### config.mk
export PLATFORM = sky130hd
export DESIGN_NAME = pt_walker
export DESIGN_NICKNAME = d
export VERILOG_FILES = /design/src/rtl/pt_walker_pkg.sv /design/src/rtl/pt_entry_addr.sv /design/src/rtl/pt_perm_check.sv /design/src/rtl/pt_walker.sv
export SDC_FILE = /design/constraint.sdc
export NUM_CORES = 1
export LEC_CHECK = 0
export BUFFER_PORTS_ARGS = -buffer_cell sky130_fd_sc_hd__buf_2
export CORE_MARGIN = 1
export CORE_UTILIZATION = 47
export CTS_CLUSTER_DIAMETER = 200
export CTS_CLUSTER_SIZE = 10
export DETAILED_ROUTE_END_ITERATION = 12
export GPL_ROUTABILITY_DRIVEN = 0
export PLACE_DENSITY = 0.82
export SYNTH_ARGS = -nofsm -noshare
export SYNTH_HDL_FRONTEND = slang
export SYNTH_SLANG_ARGS = --single-unit
### constraint.sdc
create_clock -name clk -period 3.7 [get_ports clk]
set_clock_uncertainty 0.15 [all_clocks]
set_input_delay 0.555 -clock clk [delete_from_list [all_inputs] [get_ports clk]]
set_output_delay 0.555 -clock clk [all_outputs]
set_load 0.05 [all_outputs]
### src/rtl/pt_walker_pkg.sv
package pt_walker_pkg;

    typedef enum logic [2:0] {
        WALK_IDLE,
        WALK_FETCH_L1,
        WALK_FETCH_L2,
        WALK_CHECK,
        WALK_DONE
    } walk_state_t;

    typedef enum logic [1:0] {
        FLT_NONE        = 2'b00,
        FLT_NOT_PRESENT = 2'b01,
        FLT_PROTECTION  = 2'b10
    } walk_fault_t;

    // Entry flag positions
    localparam int BIT_VALID = 0;
    localparam int BIT_RD    = 1;
    localparam int BIT_WR    = 2;
    localparam int BIT_SUP   = 3;
    localparam int FLAG_BITS = 4;

endpackage

### src/rtl/pt_entry_addr.sv
// Byte address of one entry inside a table: base + index * entry size.
module pt_entry_addr #(
    parameter int ENTRY_W     = 32,
    parameter int IDX_BITS    = 10,
    parameter int ENTRY_SHIFT = 2
) (
    input  logic [ENTRY_W-1:0]  table_base,
    input  logic [IDX_BITS-1:0] index,
    output logic [ENTRY_W-1:0]  entry_addr
);
    localparam int PAD_W = ENTRY_W - IDX_BITS - ENTRY_SHIFT;

    logic [ENTRY_W-1:0] offset;

    assign offset     = {{PAD_W{1'b0}}, index, {ENTRY_SHIFT{1'b0}}};
    assign entry_addr = table_base + offset;
endmodule

### src/rtl/pt_perm_check.sv
// Decides whether a valid leaf allows the access.
module pt_perm_check
    import pt_walker_pkg::*;
(
    input  logic       allow_rd,
    input  logic       allow_wr,
    input  logic       sup_only,
    input  logic       is_write,
    input  logic       is_user,
    output logic [1:0] fault
);
    logic type_ok;
    logic mode_ok;

    always_comb begin
        type_ok = is_write ? allow_wr : allow_rd;
        mode_ok = !(is_user && sup_only);
        if (type_ok && mode_ok) begin
            fault = FLT_NONE;
        end else begin
            fault = FLT_PROTECTION;
        end
    end
endmodule

### src/rtl/pt_walker.sv
module pt_walker
    import pt_walker_pkg::*;
#(
    parameter int PAGE_BITS = 12,
    parameter int IDX_BITS  = 10,
    parameter int ENTRY_W   = 32
) (
    input  logic                 clk,
    input  logic                 rst_n,
    input  logic                 req_valid,
    output logic                 req_ready,
    input  logic [ENTRY_W-1:0]   req_vaddr,
    input  logic                 req_write,
    input  logic                 req_user,
    input  logic [ENTRY_W-1:0]   tbl_base,
    output logic                 mem_req_valid,
    output logic [ENTRY_W-1:0]   mem_req_addr,
    input  logic                 mem_rsp_valid,
    input  logic [ENTRY_W-1:0]   mem_rsp_data,
    output logic                 rsp_valid,
    output logic [ENTRY_W-1:0]   rsp_paddr,
    output logic [1:0]           rsp_fault,
    input  logic                 rsp_ack
);
    localparam int LEVELS      = 2;
    localparam int ENTRY_SHIFT = $clog2(ENTRY_W / 8);
    localparam int FRAME_W     = ENTRY_W - PAGE_BITS;

    walk_state_t state_q, state_d;

    logic [ENTRY_W-1:0]  va_q;
    logic                wr_q;
    logic                usr_q;
    logic [ENTRY_W-1:0]  base_q;
    logic [FRAME_W-1:0]  leaf_frame_q;
    logic [FLAG_BITS-1:0] leaf_flags_q;
    logic                issued_q;
    logic [1:0]          fault_q;
    logic [ENTRY_W-1:0]  pa_q;

    logic                rsp_take;
    logic                entry_ok;
    logic [1:0]          perm_fault;
    logic [ENTRY_W-1:0]  lvl_addr [LEVELS];
    logic                unused_entry_bits;

    assign unused_entry_bits = ^mem_rsp_data[PAGE_BITS-1:FLAG_BITS];

    // One address generator per table level
    for (genvar g = 0; g < LEVELS; g++) begin : g_lvl
        pt_entry_addr #(
            .ENTRY_W    (ENTRY_W),
            .IDX_BITS   (IDX_BITS),
            .ENTRY_SHIFT(ENTRY_SHIFT)
        ) u_addr (
            .table_base(base_q),
            .index     (va_q[PAGE_BITS + (LEVELS-1-g)*IDX_BITS +: IDX_BITS]),
            .entry_addr(lvl_addr[g])
        );
    end

    pt_perm_check u_perm (
        .allow_rd(leaf_flags_q[BIT_RD]),
        .allow_wr(leaf_flags_q[BIT_WR]),
        .sup_only(leaf_flags_q[BIT_SUP]),
        .is_write(wr_q),
        .is_user (usr_q),
        .fault   (perm_fault)
    );

    // A response counts only while a read is outstanding
    assign rsp_take = issued_q && mem_rsp_valid;
    assign entry_ok = mem_rsp_data[BIT_VALID];

    // Next-state logic
    always_comb begin
        state_d = state_q;
        unique case (state_q)
            WALK_IDLE: begin
                if (req_valid) state_d = WALK_FETCH_L1;
            end
            WALK_FETCH_L1: begin
                if (rsp_take) state_d = entry_ok ? WALK_FETCH_L2 : WALK_DONE;
            end
            WALK_FETCH_L2: begin
                if (rsp_take) state_d = entry_ok ? WALK_CHECK : WALK_DONE;
            end
            WALK_CHECK: begin
                state_d = WALK_DONE;
            end
            WALK_DONE: begin
                if (rsp_ack) state_d = WALK_IDLE;
            end
            default: state_d = WALK_IDLE;
        endcase
    end

    // State register
    always_ff @(posedge clk or negedge rst_n) begin
        if (!rst_n) begin
            state_q <= WALK_IDLE;
        end else begin
            state_q <= state_d;
        end
    end

    // Walk datapath
    always_ff @(posedge clk or negedge rst_n) begin
        if (!rst_n) begin
            va_q         <= '0;
            wr_q         <= 1'b0;
            usr_q        <= 1'b0;
            base_q       <= '0;
            leaf_frame_q <= '0;
            leaf_flags_q <= '0;
            issued_q     <= 1'b0;
            fault_q      <= FLT_NONE;
            pa_q         <= '0;
        end else begin
            if (state_d != state_q) begin
                issued_q <= 1'b0;
            end else if (mem_req_valid) begin
                issued_q <= 1'b1;
            end
            unique case (state_q)
                WALK_IDLE: begin
                    if (req_valid) begin
                        va_q    <= req_vaddr;
                        wr_q    <= req_write;
                        usr_q   <= req_user;
                        base_q  <= tbl_base;
                        fault_q <= FLT_NONE;
                        pa_q    <= '0;
                    end
                end
                WALK_FETCH_L1: begin
                    if (rsp_take) begin
                        if (entry_ok) begin
                            base_q <= {mem_rsp_data[ENTRY_W-1:PAGE_BITS], {PAGE_BITS{1'b0}}};
                        end else begin
                            fault_q <= FLT_NOT_PRESENT;
                        end
                    end
                end
                WALK_FETCH_L2: begin
                    if (rsp_take) begin
                        if (entry_ok) begin
                            leaf_frame_q <= mem_rsp_data[ENTRY_W-1:PAGE_BITS];
                            leaf_flags_q <= mem_rsp_data[FLAG_BITS-1:0];
                        end else begin
                            fault_q <= FLT_NOT_PRESENT;
                        end
                    end
                end
                WALK_CHECK: begin
                    fault_q <= perm_fault;
                    if (perm_fault == FLT_NONE) begin
                        pa_q <= {leaf_frame_q, va_q[PAGE_BITS-1:0]};
                    end else begin
                        pa_q <= '0;
                    end
                end
                WALK_DONE: begin
                end
                default: begin
                end
            endcase
        end
    end

    // Outputs from state
    always_comb begin
        req_ready     = 1'b0;
        mem_req_valid = 1'b0;
        mem_req_addr  = lvl_addr[0];
        rsp_valid     = 1'b0;
        unique case (state_q)
            WALK_IDLE:     req_ready = 1'b1;
            WALK_FETCH_L1: mem_req_valid = !issued_q;
            WALK_FETCH_L2: begin
                mem_req_valid = !issued_q;
                mem_req_addr  = lvl_addr[1];
            end
            WALK_CHECK:    begin end
            WALK_DONE:     rsp_valid = 1'b1;
            default:       begin end
        endcase
    end

    assign rsp_paddr = pa_q;
    assign rsp_fault = fault_q;

endmodule

==> flow_metrics.py <==
metrics = {
    "die": {
        "core-area_um2": 12700,
        "fp.dieH_um": 116,
        "die_w_um": 116,
        "die_area_um2": 13600,
        "io_pins": 172,
        "start_util_pct": 48.6,
        "rows": 41,
    },
    "clock_tree": {
        "insertion_delay_ps": 400,
        "clockBufferDepth": 2,
        "cts.root.buffer_cell": "clkbuf_16",
        "cts_buffers": 17,
        "h-tree-depth": 4,
        "clk_pin_slew_worst_paths_ps": 50,
        "cts.sinks": 127,
        "cts_tree": "yes",
    },
    "sta": {
        "fin_ws_ps": -261,
        "rsz0062_at_grt": "true",
        "finalSetupViolCount": 23,
        "hold_violations": 0,
        "finalCriticalPeriod_ps": 3960,
        "whs_ps": 87.6,
        "max_freq_ghz": 0.252,
        "final_max_slew_viol_count": 0,
        "max-slew-margin-rel_pct": 25.1,
        "period_share_pct": 107,
        "worst_pin_slew_ps": 1120,
    },
    "yosys": {
        "synth_cell_type_count": 51,
        "synth_flop_cell": "dfrtp_1",
        "yosys_warnings": 0,
        "synth_edf_count": 0,
        "synth_nets": 652,
        "ys_seq_area_share_pct": 51.7,
        "ys_ff_latch": 127,
        "yosys.area.top_type": "dfrtp_1",
        "syn_inst": 538,
        "syn-cell-area_um2": 6150,
        "yosys-top-cells-area": "dfrtp_1 (52%), mux2_2 (12%), nand2_1 (4.8%)",
        "async_reset_ff_share_pct": 100,
        "netlist.area_leader.share_pct": 51.7,
        "syn_avg_cell_area_um2": 11.4,
    },
    "route": {
        "drc": 0,
        "vias": 4988,
        "wirelength_mm": 16.3,
        "first_pass_iters": 5,
        "viasPerCell": 5.44,
        "drtAntennaViolNets": 0,
        "detail_route.iter0.violations": 282,
        "avgRoutedWirePerCell_um": 17.8,
    },
    "power": {
        "pwr-share-clk_pct": 16.3,
        "power_frac_comb_pct": 59.2,
        "p_int_uw": 5150,
        "power_density_nw_per_um2": 1050,
        "switching_share_pct": 45.6,
        "seqPwrFrac_pct": 24.5,
        "p_leak_uw": 0.00417,
        "peakVddDrop_uv": 689,
        "p_sw_uw": 4320,
    },
    "global_route": {
        "grt_overflow": 0,
        "antenna_found_initial": 1,
        "grt_pass1_vias": 5158,
        "grt_pass1_wl_mm": 26.0,
        "track_usage_pct": 25.4,
        "grt_max_degree": 68,
    },
    "run_status": {
        "violations": "negative setup slack",
        "outcome": "finished with violations",
    },
    "setup_path": {
        "crit_path_start_kind": "register",
        "path_buf_inv": 4,
        "worstPathRequired_ps": 2990,
        "critPathSlowestCell": "dfrtp_1",
        "arrival_ps": 3260,
        "cp_cell_sequence": "nand2b_4, nor2_4, buf_12, mux2_4, ha_4, fa_2, a211oi_2, o21ai_2, o21ai_4, buf_6, buf_16, a211oi_4, xnor2_4, buf_6",
        "cpLargestDelayFamily": "buffers and inverters",
        "end_kind": "primary output",
        "crit_top_cell": "buf_6",
        "crit_fanout": 6,
        "max_stage_delay_ps": 370,
        "worstSetupPathType": "register to primary output",
    },
    "finish": {
        "fin_util_pct": 71.1,
        "finalNetCount": 845,
        "multi_input_area_um2": 3580,
        "synthToLayoutAreaGrowth_pct": 46.4,
        "drive_gt1_share_pct": 50.2,
        "fill_cells": 880,
        "seqCellArea_um2": 3180,
    },
    "place": {
        "io_buffers": 163,
        "post-dp-hpwl_mm": 11.3,
    },
    "job": {
        "cap_violations": 0,
    },
    "worst_hold_path": {
        "worstHoldPathType": "input pin to asynchronous set/reset pin",
    },
}
[flip-flops by register name (all words and copies together), names as in the netlist]
name and count:
wr_q 1, issued_q 1, usr_q 1, leaf_flags_q 3
rsp_fault 2, rsp_paddr 32, state_q 3, leaf_frame_q 20
va_q 32, base_q 32
[per-layer routing]
| metal | share of wire [%] | up-vias | global-route usage [%] |
|---|---|---|---|
| met5 | 0 | - | 0 |
| met4 | 2.8 | 0 | 10.6 |
| met3 | 3.7 | 38 | 4.77 |
| met2 | 53 | 158 | 42.7 |
| met1 | 41 | 2500 | 32.4 |
| li1 | - | 2292 | - |
[power by group through the flow]
| stage | Combinational, µW | Sequential (µW) | Clock [µW] |
|---|---|---|---|
| after detailed placement | 4740 | 2300 | 0 |
| after global routing | 5970 | 2380 | 1640 |
| after global placement | 4630 | 2260 | 0 |
| after floorplan | 3680 | 2270 | 0 |
| final | 5610 | 2320 | 1550 |
| after CTS | 5360 | 2310 | 1580 |
[path summary, 6_finish.rpt]
kind                              from          endpoint  slack, ps  depth (start not counted)
setup / recovery            state_q[0]  mem_req_addr[30]       -260                         14
hold / removal                   rst_n           va_q[7]         90                          1
setup reg to reg            state_q[0]          va_q[25]       1370                          6
hold reg to reg              base_q[0]         base_q[0]        330                          2
max in group asynchronous        rst_n        base_q[21]       2460                          2
min in group clk           tbl_base[6]         base_q[6]        230                          3
[worst register-to-register path, stage by stage, from the launching register on]
cell and delay (ps):
dfrtp_1 370, buf_4 130, buf_4 160, nor3_1 210, and2_1 370, buf_4 420
mux2_2 400
[metrics by stage]
| stage | total power (µW) | instance area, µm² | worst slack [ps] | std cells | setup TNS (ps) |
|---|---|---|---|---|---|
| finish | 9480 | 9010 | -261 | 917 | -3940 |
| global route | 9990 | 9000 | -375 | 916 | -6520 |
| CTS | 9250 | 8830 | -291 | 907 | -5480 |
| detailed placement | 7040 | 7810 | -21.1 | 867 | -42.4 |
| global placement | 6890 | 7810 | 13.4 | 867 | 0 |
| floorplan | 5950 | 6680 | -32.0 | 538 | -53.7 |
[layout by cell type (no fill, tap or decap), types with 10 or more instances in the layout]
cell,count
buf_2,137
dfrtp_1,127
nand2_1,76
mux2_2,56
nor2_1,32
a22o_1,32
buf_4,30
buf_6,30
a31oi_1,20
nand3_1,19
clkbuf_16,17
xor2_4,16
ha_4,10
[synth_stat cells (all sizes together), types with 2 or more instances]
master,count
nand2b,3
a21o,5
xor2,19
xnor2,9
clkbuf,12
nand4,2
mux2i,2
and3,7
mux2,68
nor2b,2
nor2,34
a22o,32
o211ai,3
a31oi,21
inv,7
a21boi,4
buf,21
o21ai,4
dfrtp,127
nand2,78
a211oi,10
ha,10
nand3,20
nor3,5
a2111oi,2
a21oi,18
[timing repair]
| action | 4_1_cts | 5_1_grt |
|---|---|---|
| endpoints found under the setup margin | 25 | 26 |
| resized for setup | 70 | 33 |
| cloned | 3 | 0 |
| setup buffers | 7 | 10 |
| pin swaps | 28 | 31 |
| hold buffers | 0 | 0 |
| endpoints found under the hold margin | 0 | 0 |
[final cells by class]
cell class | count | area share [%]
clock buffer | 23 | 5.08
multi-input combinational | 371 | 39.8
inverter | 7 | 0.292
timing repair buffer | 207 | 16.1
antenna | 2 | 0.0556
clock inverter | 8 | 1.00
tap | 172 | 2.39
sequential | 127 | 35.3
[cell families (layout without fill, tap and decap cells)]
family | after synthesis | in the layout | share of synthesized area (%)
DFF | 127 | 127 | 51.7
xor gates and xnor gates | 28 | 28 | 3.99
adders and majority gates | 11 | 11 | 2.36
buffers and inverters | 40 | 245 | 3.17
other | 0 | 2 | 0
muxes | 70 | 70 | 12.8
and+or+nand+nor | 156 | 156 | 11.5
AOI/OAI and AO/OA | 106 | 106 | 14.5
No activity file was read; power rests on OpenSTA's default activity.
